### src/rtl/accum_cpu_pkg.sv
package accum_cpu_pkg;

  typedef enum logic [3:0] {
    OP_CALL  = 4'h0,
    OP_LOAD  = 4'h1,
    OP_STORE = 4'h2,
    OP_ADD   = 4'h3,
    OP_SUB   = 4'h4,
    OP_IN    = 4'h5,
    OP_OUT   = 4'h6,
    OP_HALT  = 4'h7,
    OP_SKIP  = 4'h8,
    OP_JUMP  = 4'h9,
    OP_CLR   = 4'hA,
    OP_ADDI  = 4'hB,
    OP_JUMPI = 4'hC
  } opcode_t;

  typedef enum logic [4:0] {
    S_FETCH0, S_FETCH1, S_FETCH2, S_DECODE,
    S_RD1, S_RD1W, S_IND, S_RD2, S_RD2W, S_EXEC,
    S_ST0, S_ST1, S_CALL0, S_CALL1,
    S_INWAIT, S_INLOAD, S_HALT
  } state_t;

  typedef enum logic [1:0] {
    ALU_PASS, ALU_ADD, ALU_SUB, ALU_ZERO
  } alu_op_t;

  typedef struct packed {
    logic    mar_from_pc;
    logic    mar_from_ir;
    logic    mar_from_mbr;
    logic    mbr_from_mem;
    logic    mbr_from_ac;
    logic    mbr_from_pc;
    logic    ir_load;
    logic    pc_inc;
    logic    pc_from_ir;
    logic    pc_from_mbr;
    logic    pc_from_mar1;
    logic    skip_test;
    logic    ac_from_alu;
    logic    ac_from_in;
    logic    in_load;
    logic    out_load;
    logic    mem_re;
    logic    mem_we;
    logic    halted;
    alu_op_t alu_op;
  } ctrl_t;

endpackage

### src/rtl/accum_cpu_alu.sv
module accum_cpu_alu
  import accum_cpu_pkg::*;
#(
  parameter int DATA_W = 16
) (
  input  alu_op_t           op,
  input  logic [DATA_W-1:0] a,
  input  logic [DATA_W-1:0] b,
  input  logic [1:0]        skip_code,
  output logic [DATA_W-1:0] y,
  output logic              skip_hit
);

  function automatic logic [DATA_W-1:0] wrap_add(input logic [DATA_W-1:0] x,
                                                 input logic [DATA_W-1:0] z);
    return x + z;
  endfunction

  function automatic logic [DATA_W-1:0] wrap_sub(input logic [DATA_W-1:0] x,
                                                 input logic [DATA_W-1:0] z);
    return x - z;
  endfunction

  function automatic logic cond_met(input logic [DATA_W-1:0] x,
                                    input logic [1:0] code);
    logic neg, zero;
    neg  = x[DATA_W-1];
    zero = (x == '0);
    case (code)
      2'b00:   return neg;
      2'b01:   return zero;
      2'b10:   return !neg && !zero;
      default: return 1'b0;
    endcase
  endfunction

  always_comb begin
    case (op)
      ALU_ADD:  y = wrap_add(a, b);
      ALU_SUB:  y = wrap_sub(a, b);
      ALU_ZERO: y = '0;
      default:  y = b;
    endcase
  end

  assign skip_hit = cond_met(a, skip_code);

  always_comb begin

    if (skip_code == 2'b11) skip_never_chk: assert (!skip_hit);

    if (a == '0 && skip_code != 2'b01) skip_zero_chk: assert (!skip_hit);
  end

endmodule

### src/rtl/accum_cpu_ctrl.sv
module accum_cpu_ctrl
  import accum_cpu_pkg::*;
(
  input  logic    clk,
  input  logic    rst_n,
  input  opcode_t opcode,
  input  logic    in_valid,
  output ctrl_t   ctl,
  output logic    in_waiting
);

  state_t state_q, state_d;

  always_ff @(posedge clk or negedge rst_n) begin
    if (!rst_n) state_q <= S_FETCH0;
    else        state_q <= state_d;
  end

  always_comb begin
    ctl     = '0;
    state_d = state_q;
    case (state_q)
      S_FETCH0: begin ctl.mar_from_pc = 1'b1; state_d = S_FETCH1; end
      S_FETCH1: begin ctl.mem_re = 1'b1; state_d = S_FETCH2; end
      S_FETCH2: begin
        ctl.ir_load = 1'b1;
        ctl.pc_inc  = 1'b1;
        state_d     = S_DECODE;
      end
      S_DECODE: begin
        state_d = S_FETCH0;
        case (opcode)
          OP_CALL:  begin ctl.mar_from_ir = 1'b1; state_d = S_CALL0; end
          OP_LOAD, OP_ADD, OP_SUB, OP_ADDI, OP_JUMPI: begin
            ctl.mar_from_ir = 1'b1;
            state_d         = S_RD1;
          end
          OP_STORE: begin ctl.mar_from_ir = 1'b1; state_d = S_ST0; end
          OP_IN:    state_d = S_INWAIT;
          OP_OUT:   ctl.out_load = 1'b1;
          OP_HALT:  state_d = S_HALT;
          OP_SKIP:  ctl.skip_test = 1'b1;
          OP_JUMP:  ctl.pc_from_ir = 1'b1;
          OP_CLR:   begin ctl.ac_from_alu = 1'b1; ctl.alu_op = ALU_ZERO; end
          default:  state_d = S_FETCH0;
        endcase
      end
      S_RD1:  begin ctl.mem_re = 1'b1; state_d = S_RD1W; end
      S_RD1W: begin
        ctl.mbr_from_mem = 1'b1;
        state_d = (opcode == OP_ADDI) ? S_IND : S_EXEC;
      end
      S_IND:  begin ctl.mar_from_mbr = 1'b1; state_d = S_RD2; end
      S_RD2:  begin ctl.mem_re = 1'b1; state_d = S_RD2W; end
      S_RD2W: begin ctl.mbr_from_mem = 1'b1; state_d = S_EXEC; end
      S_EXEC: begin
        state_d = S_FETCH0;
        case (opcode)
          OP_LOAD:  begin ctl.ac_from_alu = 1'b1; ctl.alu_op = ALU_PASS; end
          OP_ADD,
          OP_ADDI:  begin ctl.ac_from_alu = 1'b1; ctl.alu_op = ALU_ADD; end
          OP_SUB:   begin ctl.ac_from_alu = 1'b1; ctl.alu_op = ALU_SUB; end
          OP_JUMPI: ctl.pc_from_mbr = 1'b1;
          default:  ctl.alu_op = ALU_PASS;
        endcase
      end
      S_ST0:   begin ctl.mbr_from_ac = 1'b1; state_d = S_ST1; end
      S_ST1:   begin ctl.mem_we = 1'b1; state_d = S_FETCH0; end
      S_CALL0: begin ctl.mbr_from_pc = 1'b1; state_d = S_CALL1; end
      S_CALL1: begin
        ctl.mem_we       = 1'b1;
        ctl.pc_from_mar1 = 1'b1;
        state_d          = S_FETCH0;
      end
      S_INWAIT: if (in_valid) begin ctl.in_load = 1'b1; state_d = S_INLOAD; end
      S_INLOAD: begin ctl.ac_from_in = 1'b1; state_d = S_FETCH0; end
      S_HALT:   ctl.halted = 1'b1;
      default:  state_d = S_FETCH0;
    endcase
  end

  assign in_waiting = (state_q == S_INWAIT);


  halt_sticky_chk: assert property (@(posedge clk) disable iff (!rst_n)
    state_q == S_HALT |=> state_q == S_HALT);


  decode_follows_fetch_chk: assert property (@(posedge clk) disable iff (!rst_n)
    ctl.ir_load |=> state_q == S_DECODE);

endmodule

### src/rtl/accum_cpu.sv
module accum_cpu
  import accum_cpu_pkg::*;
#(
  parameter int DATA_W = 16,
  parameter int ADDR_W = 12,
  parameter int IO_W   = 8
) (
  input  logic              clk,
  input  logic              rst_n,
  output logic [ADDR_W-1:0] mem_addr,
  output logic [DATA_W-1:0] mem_wdata,
  output logic              mem_we,
  output logic              mem_re,
  input  logic [DATA_W-1:0] mem_rdata,
  input  logic [IO_W-1:0]   in_data,
  input  logic              in_valid,
  output logic [IO_W-1:0]   out_data,
  output logic              out_strobe,
  output logic              halted
);

  localparam int OPC_W  = 4;
  localparam int PAD_PC = DATA_W - ADDR_W;
  localparam int PAD_IO = DATA_W - IO_W;

  ctrl_t             ctl;
  logic              in_waiting;
  logic [DATA_W-1:0] ac, mbr, ir, alu_y;
  logic [ADDR_W-1:0] pc, mar;
  logic [IO_W-1:0]   inp_q, out_q;
  logic              out_stb_q;
  logic              skip_hit;
  logic              pc_step;

  wire opcode_t             opcode    = opcode_t'(ir[DATA_W-1 -: OPC_W]);
  wire logic [ADDR_W-1:0]   addr_fld  = ir[ADDR_W-1:0];
  wire logic [1:0]          skip_code = ir[ADDR_W-1 -: 2];

  accum_cpu_ctrl u_ctrl (
    .clk        (clk),
    .rst_n      (rst_n),
    .opcode     (opcode),
    .in_valid   (in_valid),
    .ctl        (ctl),
    .in_waiting (in_waiting)
  );

  accum_cpu_alu #(.DATA_W(DATA_W)) u_alu (
    .op        (ctl.alu_op),
    .a         (ac),
    .b         (mbr),
    .skip_code (skip_code),
    .y         (alu_y),
    .skip_hit  (skip_hit)
  );

  assign pc_step = ctl.pc_inc || (ctl.skip_test && skip_hit);

  always_ff @(posedge clk or negedge rst_n) begin
    if (!rst_n) mar <= '0;
    else if (ctl.mar_from_pc)  mar <= pc;
    else if (ctl.mar_from_ir)  mar <= addr_fld;
    else if (ctl.mar_from_mbr) mar <= mbr[ADDR_W-1:0];
  end

  always_ff @(posedge clk or negedge rst_n) begin
    if (!rst_n) mbr <= '0;
    else if (ctl.mbr_from_mem) mbr <= mem_rdata;
    else if (ctl.mbr_from_ac)  mbr <= ac;
    else if (ctl.mbr_from_pc)  mbr <= {{PAD_PC{1'b0}}, pc};
  end

  always_ff @(posedge clk or negedge rst_n) begin
    if (!rst_n) ir <= '0;
    else if (ctl.ir_load) ir <= mem_rdata;
  end

  always_ff @(posedge clk or negedge rst_n) begin
    if (!rst_n) pc <= '0;
    else if (pc_step)          pc <= pc + 1'b1;
    else if (ctl.pc_from_ir)   pc <= addr_fld;
    else if (ctl.pc_from_mbr)  pc <= mbr[ADDR_W-1:0];
    else if (ctl.pc_from_mar1) pc <= mar + 1'b1;
  end

  always_ff @(posedge clk or negedge rst_n) begin
    if (!rst_n) ac <= '0;
    else if (ctl.ac_from_alu) ac <= alu_y;
    else if (ctl.ac_from_in)  ac <= {{PAD_IO{1'b0}}, inp_q};
  end

  always_ff @(posedge clk or negedge rst_n) begin
    if (!rst_n) inp_q <= '0;
    else if (ctl.in_load) inp_q <= in_data;
  end

  always_ff @(posedge clk or negedge rst_n) begin
    if (!rst_n) begin
      out_q     <= '0;
      out_stb_q <= 1'b0;
    end else begin
      out_stb_q <= ctl.out_load;
      if (ctl.out_load) out_q <= ac[IO_W-1:0];
    end
  end

  assign mem_addr   = mar;
  assign mem_wdata  = mbr;
  assign mem_re     = ctl.mem_re;
  assign mem_we     = ctl.mem_we;
  assign out_data   = out_q;
  assign out_strobe = out_stb_q;
  assign halted     = ctl.halted;


  excl_access_chk: assert property (@(posedge clk) disable iff (!rst_n)
    !(mem_re && mem_we));


  halt_quiet_chk: assert property (@(posedge clk) disable iff (!rst_n)
    halted |-> (!mem_re && !mem_we));


  halt_hold_chk: assert property (@(posedge clk) disable iff (!rst_n)
    halted |=> halted);


  out_pulse_chk: assert property (@(posedge clk) disable iff (!rst_n)
    out_strobe |=> !out_strobe);


  in_wait_chk: assert property (@(posedge clk) disable iff (!rst_n)
    (in_waiting && !in_valid) |=> ($stable(ac) && !mem_re && !mem_we));


  pc_step_chk: assert property (@(posedge clk) disable iff (!rst_n)
    ctl.ir_load |=> (pc == $past(pc) + 1'b1));


  ir_capture_chk: assert property (@(posedge clk) disable iff (!rst_n)
    ctl.ir_load |=> (ir == $past(mem_rdata)));

endmodule

### config.mk
export PLATFORM = sky130hd
export DESIGN_NAME = accum_cpu
export DESIGN_NICKNAME = d
export VERILOG_FILES = /design/src/rtl/accum_cpu_pkg.sv /design/src/rtl/accum_cpu_alu.sv /design/src/rtl/accum_cpu_ctrl.sv /design/src/rtl/accum_cpu.sv
export SDC_FILE = /design/constraint.sdc
export NUM_CORES = 1
export LEC_CHECK = 0
export BUFFER_PORTS_ARGS = -buffer_cell sky130_fd_sc_hd__buf_2
export CAP_MARGIN = 20
export CORE_MARGIN = 2
export CORE_UTILIZATION = 30
export DETAILED_ROUTE_END_ITERATION = 10
export PLACE_DENSITY = 0.54
export SETUP_SLACK_MARGIN = 0.3
export SLEW_MARGIN = 25
export SYNTH_ARGS = -nofsm -noshare
export SYNTH_HDL_FRONTEND = slang
export SYNTH_SLANG_ARGS = --single-unit
### constraint.sdc
create_clock -name clk -period 3.6 [get_ports clk]
set_input_delay 0.18 -clock clk [delete_from_list [all_inputs] [get_ports clk]]
set_output_delay 0.18 -clock clk [all_outputs]
set_load 0.1 [all_outputs]
After elaboration in Yosys (flattened, before gate mapping)
Index checks and enable logic that the tools add are counted.
- output and inout port bits: 40
- flip-flop bits (word level): 94
- memories: 0
- word-level logic and storage cells: 116
- latch bits: 0
- RAM bits: 0
- input port bits: 27
- memory bits (read-only): 0
- equal/unequal tests: 34
- multiply operators: 0
- reductions and logical operators: 21
- divide/modulo/power cells: 0
- shifts and indexed selects: 0
- $add $sub $neg: 4
- mux-type cells: 47
- magnitude comparators: 0
- bitwise logic cells: 1
- operator list (kind ; count):
    12-bit 2-to-1 mux ; 7
    16-bit 2-to-1 mux ; 5
    5-bit case mux with 13 select lines ; 1
    16-bit case mux with 3 select lines ; 1
    5-bit by 4-bit == test with 1-bit output (second input constant) ; 8
    5-bit case mux with 5 select lines ; 1
    12-bit by 1-bit adder with 12-bit output (second input constant) ; 2
    1-bit 2-to-1 mux ; 24
    4-bit == test (second input constant) ; 5
    5-bit by 3-bit == test with 1-bit output (second input constant) ; 4
    16-bit adder ; 1
    4-bit by 3-bit == test with 1-bit output (second input constant) ; 4
    16-bit logical NOT ; 1
    16-bit subtractor ; 1
    5-bit by 2-bit == test with 1-bit output (second input constant) ; 2
    4-bit by 2-bit == test with 1-bit output (second input constant) ; 2
    2-bit case mux with 2 select lines ; 2
    7-bit OR reduction ; 1
    2-bit == test (second input constant) ; 3
    3-bit nonzero test ; 2
    2-bit OR reduction ; 3
    5-bit by 1-bit == test with 1-bit output (second input constant) ; 1
    5-bit == test (second input constant) ; 1
    5-bit logical NOT ; 1
    20 further kinds ; 24

Longest topological paths before layout
Gate-level depths: netlist of run 1.
- depth after elaboration: 7
- depth in mapped cells: 17
- depth with buffers taken out: 16

Modules after synthesis
A second synthesis of run 1 with hierarchy kept.
- cell total of the unflattened synthesis: 745
- area total of the unflattened synthesis: 6511.2 um^2
- by module, submodules not included (module ; seq. area each (um^2) ; cells an instance ; instances ; area each (um^2)):
    accum_cpu ; 2227.1 ; 466 ; 1 ; 4531.8
    accum_cpu_alu ; 0.0 ; 192 ; 1 ; 1301.2
    accum_cpu_ctrl ; 125.1 ; 87 ; 1 ; 678.2

Worst setup path before layout of run 1
Ideal clock, no wire load.
- path kind: register to output
- start point: reg u_ctrl.state_q[2]
- end point: out mem_re
- arrival time: 5.657 ns
- stages on the path, launching flop included: 5
- required time: 3.420 ns
- path slack: -2.237 ns
- path buffers: 1
- cells stage by stage: dfrtp_1 -> clkbuf_1 -> xor2_1 -> nor2_1 -> a2111oi_0
- cells in the longest elaborated chain, start to end: 3
- elaborated cells on any way between the ends: 5
- classes of those cells: 3 x eq/ne; 1 x mux; 1 x reduce/logical
- RTL lines (what ; line ; text):
    start: declaration ; accum_cpu_ctrl.sv:12 ; state_t state_q, state_d;
    start signal: assignment ; accum_cpu_ctrl.sv:16 ; else state_q <= state_d;
    5-bit by 1-bit == test with 1-bit output / 5-bit by 3-bit == test with 1-bit output (equally long branches) ; accum_cpu_ctrl.sv:22 ; case (state_q)
    3-bit OR reduction (no line) * ; -- ;
    1-bit 2-to-1 mux * ; accum_cpu_ctrl.sv:22 ;
    end: declaration ; accum_cpu.sv:13 ; output logic mem_re,
Every way passes the cells marked *; elsewhere a longest branch is shown, timed or not.

Final worst setup path of run 1
- start point: reg u_ctrl.state_q[1]
- end point: reg ac[14]
- cells in the longest elaborated chain, start to end: 5
- elaborated cells on any way between the ends: 12
- classes of those cells: 6 x eq/ne; 5 x mux; 1 x reduce/logical
- RTL lines (what ; line ; text):
    5-bit by 4-bit == test with 1-bit output / 5-bit by 2-bit == test with 1-bit output (equally long branches) ; accum_cpu_ctrl.sv:22 ;
    2-bit case mux with 2 select lines ; accum_cpu_ctrl.sv:22 ;
    2-bit == test / 2-bit by 1-bit == test with 1-bit output (equally long branches) ; accum_cpu_alu.sv:38 ; case (op)
    16-bit case mux with 3 select lines ; accum_cpu_alu.sv:38 ;
    16-bit 2-to-1 mux ; accum_cpu.sv:88 ; else if (ctl.ac_from_alu) ac <= alu_y;
    end signal: assignment ; accum_cpu.sv:88 ;
    end signal: assignment ; accum_cpu.sv:89 ; else if (ctl.ac_from_in) ac <= {{PAD_IO{1'b0}}, inp_q};
    end: declaration ; accum_cpu.sv:28 ; logic [DATA_W-1:0] ac, mbr, ir, alu_y;
Parallel ways exist; a longest one is shown, timed or not.
A chain may end at the register's enable or synchronous reset.

==> out/metrics.yaml, run 1 <==
yosys:
  syn-num-nets: 758
  async_flop_share_pct: 100
  synth-seq-cells: 94
  synth_top_area_share_pct: 36.5
  synth_edf_count: 0
  synth_cell_types: 69
  ys.warnings.count: 0
  ys_top_cells_by_area: "dfrtp_1 37%, mux2_2 6.8%, nor2_1 4.1%"
  netlist_instances: 710
  syn_area_um2: 6440
  yosysTopAreaCell: "dfrtp_1"
  syn_area_per_cell_um2: 9.07
  ys.flop_type: "dfrtp_1"
  ys_seq_area_share_pct: 36.5
floorplanning:
  row_count: 53
  fp.dieH_um: 151
  core_um2: 21000
  io_pins: 67
  die_area_um2: 22700
  initial_core_util_pct: 30.6
  dieWidth_um: 151
cells_and_area:
  nFillCells: 2151
  diodes: 0
  multiInputGateArea_um2: 4070
  syn2layout_area_growth_pct: 22.1
  drive_above_1_share_pct: 27.4
  final_cell_mix: "90 x dfrtp_1, 66 x nor2_1, 65 x buf_2"
  final_common_cell: "dfrtp_1"
  layout.nets: 839
  seqCellArea_um2: 2360
global_route:
  first_global_vias: 5603
  grt_remaining_overflow: 0
  grt_pass1_wl_um: 32400
  grt_max_degree: 69
  grt_antenna_before_repair: 0
  grt.total_usage_pct: 18.5
timing:
  finalHoldViolCount: 0
  fin_crit_sh_pct: 92.1
  rsz0062_at_grt: "true"
  worst_clock_skew_ns: 0.00919
  tns_ns: 0
  worst_pin_slew_ns: 1.01
  max_freq_mhz: 302
  slew_headroom_pct: 32.4
  finalSetupViolCount: 0
  maxSlewViolCount: 0
  post-route-min-period_ns: 3.31
clock_tree:
  cts_buffer_depth: 2
  htree_num_levels: 3
  clk_latency_ns: 0.36
  tritoncts: "yes"
  cts.sinks: 94
  cts_root_buffer: "clkbuf_16"
  clk_pin_slew_ns: 0.07
  numCtsBuffers: 9
place:
  port_buffers: 66
  dp_hpwl_um: 14600
  place_congestion: 0.894
worst_setup_path:
  crit_path_end_kind: "flip-flop"
  critPathRequiredTime_ns: 3.90
  worstSetupStartpointType: "flip-flop"
  path_cells: "nand4bb_4 > or2_4 > nor2_4 > a22o_1 > nand2_2 > inv_2 > ha_4 > buf_4 > nor2_1 > xnor2_1 > ha_1 > a211oi_4 > o21ai_2 > a31oi_4 > o211ai_1 > a211o_1 > nand3_1"
  crit_arrival_ns: 3.61
  cp_slowest_cell: "dfrtp_1"
  cp_max_fo: 5
  critPathMaxStageDelay_ns: 0.39
  path_class: "reg2reg"
hold_path:
  worstHoldPathType: "in2reg"
flow_run:
  drv_cap: 0
routing:
  ant_nets: 0
  via_per_inst: 5.44
  drtPass1Iterations: 5
  drc_errors: 0
  via_count: 5824
  drt-initial-drc-count: 420
  routedWlPerCell_um: 19.2
  drt_wl_total_um: 20500
run_status:
  status: "finished, final reports clean"
[worst max-delay path, delay by kind of cell (launching register included)]
| kind | cells | cell delay [ns] |
|---|---|---|
| compound gates | 6 | 1.26 |
| simple gates | 6 | 0.76 |
| fa+ha+maj | 2 | 0.46 |
| flops | 1 | 0.39 |
| buf+inv | 2 | 0.21 |
| xor+xnor | 1 | 0.16 |
[per-stage QoR]
step	instances	hold slack (ns)	area [µm²]	setup WS, ns	utilization, %
floorplan	710	-0.116	6470	0.310	-
global placement	1039	0.358	7200	0.157	34.3
detailed placement	1039	0.363	7200	0.129	34.3
CTS	1062	0.0404	7620	0.300	36.3
global route	1071	0.0466	7860	0.104	37.4
finish	1071	0.0496	7860	0.286	37.4
[registers in the layout, summed over array words and instances (netlist names)]
register,cells
ac,16
inp_q,8
ir,16
mem_addr,12
mem_wdata,16
out_data,8
out_strobe,1
pc,12
u_ctrl.state_q,5
[cell families after synthesis]
logic type                 share of synthesized area (%)
AOI/OAI and AO/OA                                   21.7
xor gates and xnor gates                            4.90
adders and majority gates                           4.20
buffers and inverters                               4.00
DFF                                                 36.5
muxes                                               10.1
and+or+nand+nor                                     18.6
[final cells by class]
cell class | count | area share [%]
clock buffer | 9 | 2.86
clock inverter | 7 | 0.986
inverter | 22 | 1.05
multi-input combinational | 550 | 51.7
sequential | 94 | 30.0
tap | 275 | 4.38
timing repair buffer | 114 | 9.04
[synth_stat cells (14+ instances only)]
master / instances
dfrtp_1: 94
nor2_1: 70
nand2_1: 49
mux2_2: 39
a21oi_1: 36
clkbuf_1: 34
xnor2_1: 29
a211oi_1: 28
o21ai_0: 23
inv_1: 22
a21o_1: 21
ha_1: 20
mux2i_1: 20
nor2b_1: 18
nand3_1: 16
o31ai_1: 14
[layer usage]
metal | global-route usage (%) | wire length (µm) | vias up
met5 | 0 | 0 | -
met4 | 6.23 | 421 | 0
met3 | 2.73 | 824 | 23
met2 | 28.8 | 9530 | 157
met1 | 26.1 | 9740 | 2857
li1 | - | - | 2787
[final timing paths]
kind	startpoint	to	slack, ns	cells past startpoint
setup / recovery	u_ctrl.state_q[1]	ac[14]	0.29	17
hold / removal	in_data[2]	inp_q[2]	0.05	2
setup reg to reg	u_ctrl.state_q[1]	ac[14]	0.29	17
hold reg to reg	out_data[2]	out_data[2]	0.50	1
max in group asynchronous	rst_n	u_ctrl.state_q[0]	2.21	3
min in group asynchronous	rst_n	out_strobe	0.46	2
[timing repair]
item                                    CTS  global route
pin swaps                                 5            35
hold endpoints to repair                 15             0
gates resized for setup                  15            36
endpoints found under the setup margin    9            12
buffers inserted                          6             9
hold buffers                              1             0
Power of run 1 is not shown: default switching activity piles up to over one toggle a cycle in this logic, so the estimate is an artifact.
==> inputs of run 2 (changes only) <==
--- a/config.mk
+++ b/config.mk
@@ -8,9 +8,9 @@
 export BUFFER_PORTS_ARGS = -buffer_cell sky130_fd_sc_hd__buf_2
 export CAP_MARGIN = 20
 export CORE_MARGIN = 2
-export CORE_UTILIZATION = 30
+export CORE_UTILIZATION = 32
 export DETAILED_ROUTE_END_ITERATION = 10
-export PLACE_DENSITY = 0.54
+export PLACE_DENSITY = 0.56
 export SETUP_SLACK_MARGIN = 0.3
 export SLEW_MARGIN = 25
 export SYNTH_ARGS = -nofsm -noshare
==> run 2 against run 1 <==
Net effect:
- global-route usage is 0.37 points higher
- first-iteration DRC count is 0.48% higher
- cell count is 0.84% lower
- core utilization is 2.6 points higher
- hold slack better by 0.0028 ns
- register-to-register slack better by 0.02 ns
- clock-buffer cell count is 2 higher
- non-clock buffer count is 1 higher
- via count is 0.82% lower
==> out/metrics.yaml, run 2 (same netlist as run 1, synthesis figures left out) <==
run_status:
  status: "finished, final reports clean"
clock_tree:
  cts_root_buffer: "clkbuf_16"
  numCtsBuffers: 9
  htree_num_levels: 3
  tritoncts: "yes"
  cts_buffer_depth: 2
  cts.sinks: 94
  clk_pin_slew_ns: 0.07
  clk_latency_ns: 0.36
timing:
  finalSetupViolCount: 0
  finalHoldViolCount: 0
  worst_clock_skew_ns: 0.00939
  max_freq_mhz: 304
  slew_headroom_pct: 38.3
  worst_pin_slew_ns: 0.917
  maxSlewViolCount: 0
  fin_crit_sh_pct: 91.5
  post-route-min-period_ns: 3.29
  rsz0062_at_grt: "true"
  tns_ns: 0
hold_path:
  worstHoldPathType: "in2reg"
global_route:
  grt_max_degree: 52
  first_global_vias: 5653
  grt_pass1_wl_um: 32000
  grt_antenna_before_repair: 0
  grt_remaining_overflow: 0
  grt.total_usage_pct: 18.8
worst_setup_path:
  crit_path_end_kind: "flip-flop"
  critPathRequiredTime_ns: 3.89
  critPathMaxStageDelay_ns: 0.39
  path_class: "reg2reg"
  r2r_slack_ns: 0.31
  cp_max_fo: 6
  crit_arrival_ns: 3.59
  path_cells: "nand4bb_4 > or2_1 > nor2_1 > a22o_1 > nand2_2 > inv_2 > ha_4 > buf_8 > a21oi_2 > xnor2_1 > ha_1 > a21o_1 > a31o_4 > a31oi_4 > o211ai_1 > a211o_1 > nand3_1"
  cp_slowest_cell: "dfrtp_1"
  worstSetupStartpointType: "flip-flop"
place:
  port_buffers: 66
  place_congestion: 0.854
  dp_hpwl_um: 14400
routing:
  routedWlPerCell_um: 18.9
  via_count: 5776
  drtPass1Iterations: 6
  drc_errors: 0
  drt-initial-drc-count: 422
  ant_nets: 0
  via_per_inst: 5.44
  drt_wl_total_um: 20100
cells_and_area:
  diodes: 0
  syn2layout_area_growth_pct: 21.7
  layout.nets: 840
  multiInputGateArea_um2: 4070
  nFillCells: 2022
  final_common_cell: "dfrtp_1"
  seqCellArea_um2: 2360
  drive_above_1_share_pct: 27.2
  final_cell_mix: "89 x dfrtp_1, 65 x nor2_1, 65 x buf_2"
floorplanning:
  row_count: 51
  die_area_um2: 21300
  io_pins: 67
  dieWidth_um: 146
  fp.dieH_um: 146
  initial_core_util_pct: 32.9
  core_um2: 19600
flow_run:
  drv_cap: 0
## run 2: per-layer routing
layer | up-vias | part of all wire, % | GRT usage (%)
met5 | - | 0 | 0
met4 | 0 | 2.0 | 5.59
met3 | 25 | 5.0 | 3.89
met2 | 163 | 46 | 29.5
met1 | 2797 | 47 | 26.2
li1 | 2791 | - | -
## run 2: area by class of cell
type                            instances  share of cell area, %
Tap cell                              265                   4.23
Clock inverter                          5                  0.511
Sequential cell                        94                   30.1
Clock buffer                           11                   3.10
Inverter                               22                   1.05
Multi-Input combinational cell        550                   51.9
Timing Repair Buffer                  115                   9.07
## run 2: critical path, delay by kind of cell (launching register included)
family / cells / cell delay [ns]
simple gates: 5 / 0.75
xor+xnor: 1 / 0.18
buf+inv: 2 / 0.22
flops: 1 / 0.39
compound gates: 7 / 1.21
fa+ha+maj: 2 / 0.48
## run 2: final timing paths
| check | start | end | cells after the start |
|---|---|---|---|
| min | in_data[4] | inp_q[4] | 2 |
| min in group asynchronous | rst_n | ac[14] | 2 |
| min reg2reg | out_data[1] | out_data[1] | 1 |
| max in group asynchronous | rst_n | out_strobe | 3 |
| max reg2reg | u_ctrl.state_q[1] | ac[14] | 17 |
| max | u_ctrl.state_q[1] | ac[14] | 17 |
## run 2: what timing repair did
item                                    4_1_cts  5_1_grt
cloned                                        0        0
endpoints found under the setup margin        9       13
pin swaps                                     6       28
buffers inserted                              3        8
hold endpoints to repair                     49        0
hold buffers                                  1        0
resized for setup                            13       36
## run 2: through the flow
stage / setup slack, ns / hold WS [ns] / util (%) / area, µm² / cells
after floorplan: 0.310 / -0.116 / - / 6470 / 710
after global placement: 0.172 / 0.272 / 36.9 / 7230 / 1034
after detailed placement: 0.144 / 0.275 / 36.9 / 7230 / 1034
after CTS: 0.306 / 0.0425 / 38.8 / 7600 / 1054
after global routing: 0.110 / 0.0382 / 40.0 / 7830 / 1062
final: 0.306 / 0.0524 / 40.0 / 7830 / 1062
Power of run 2 is left out for the same reason.
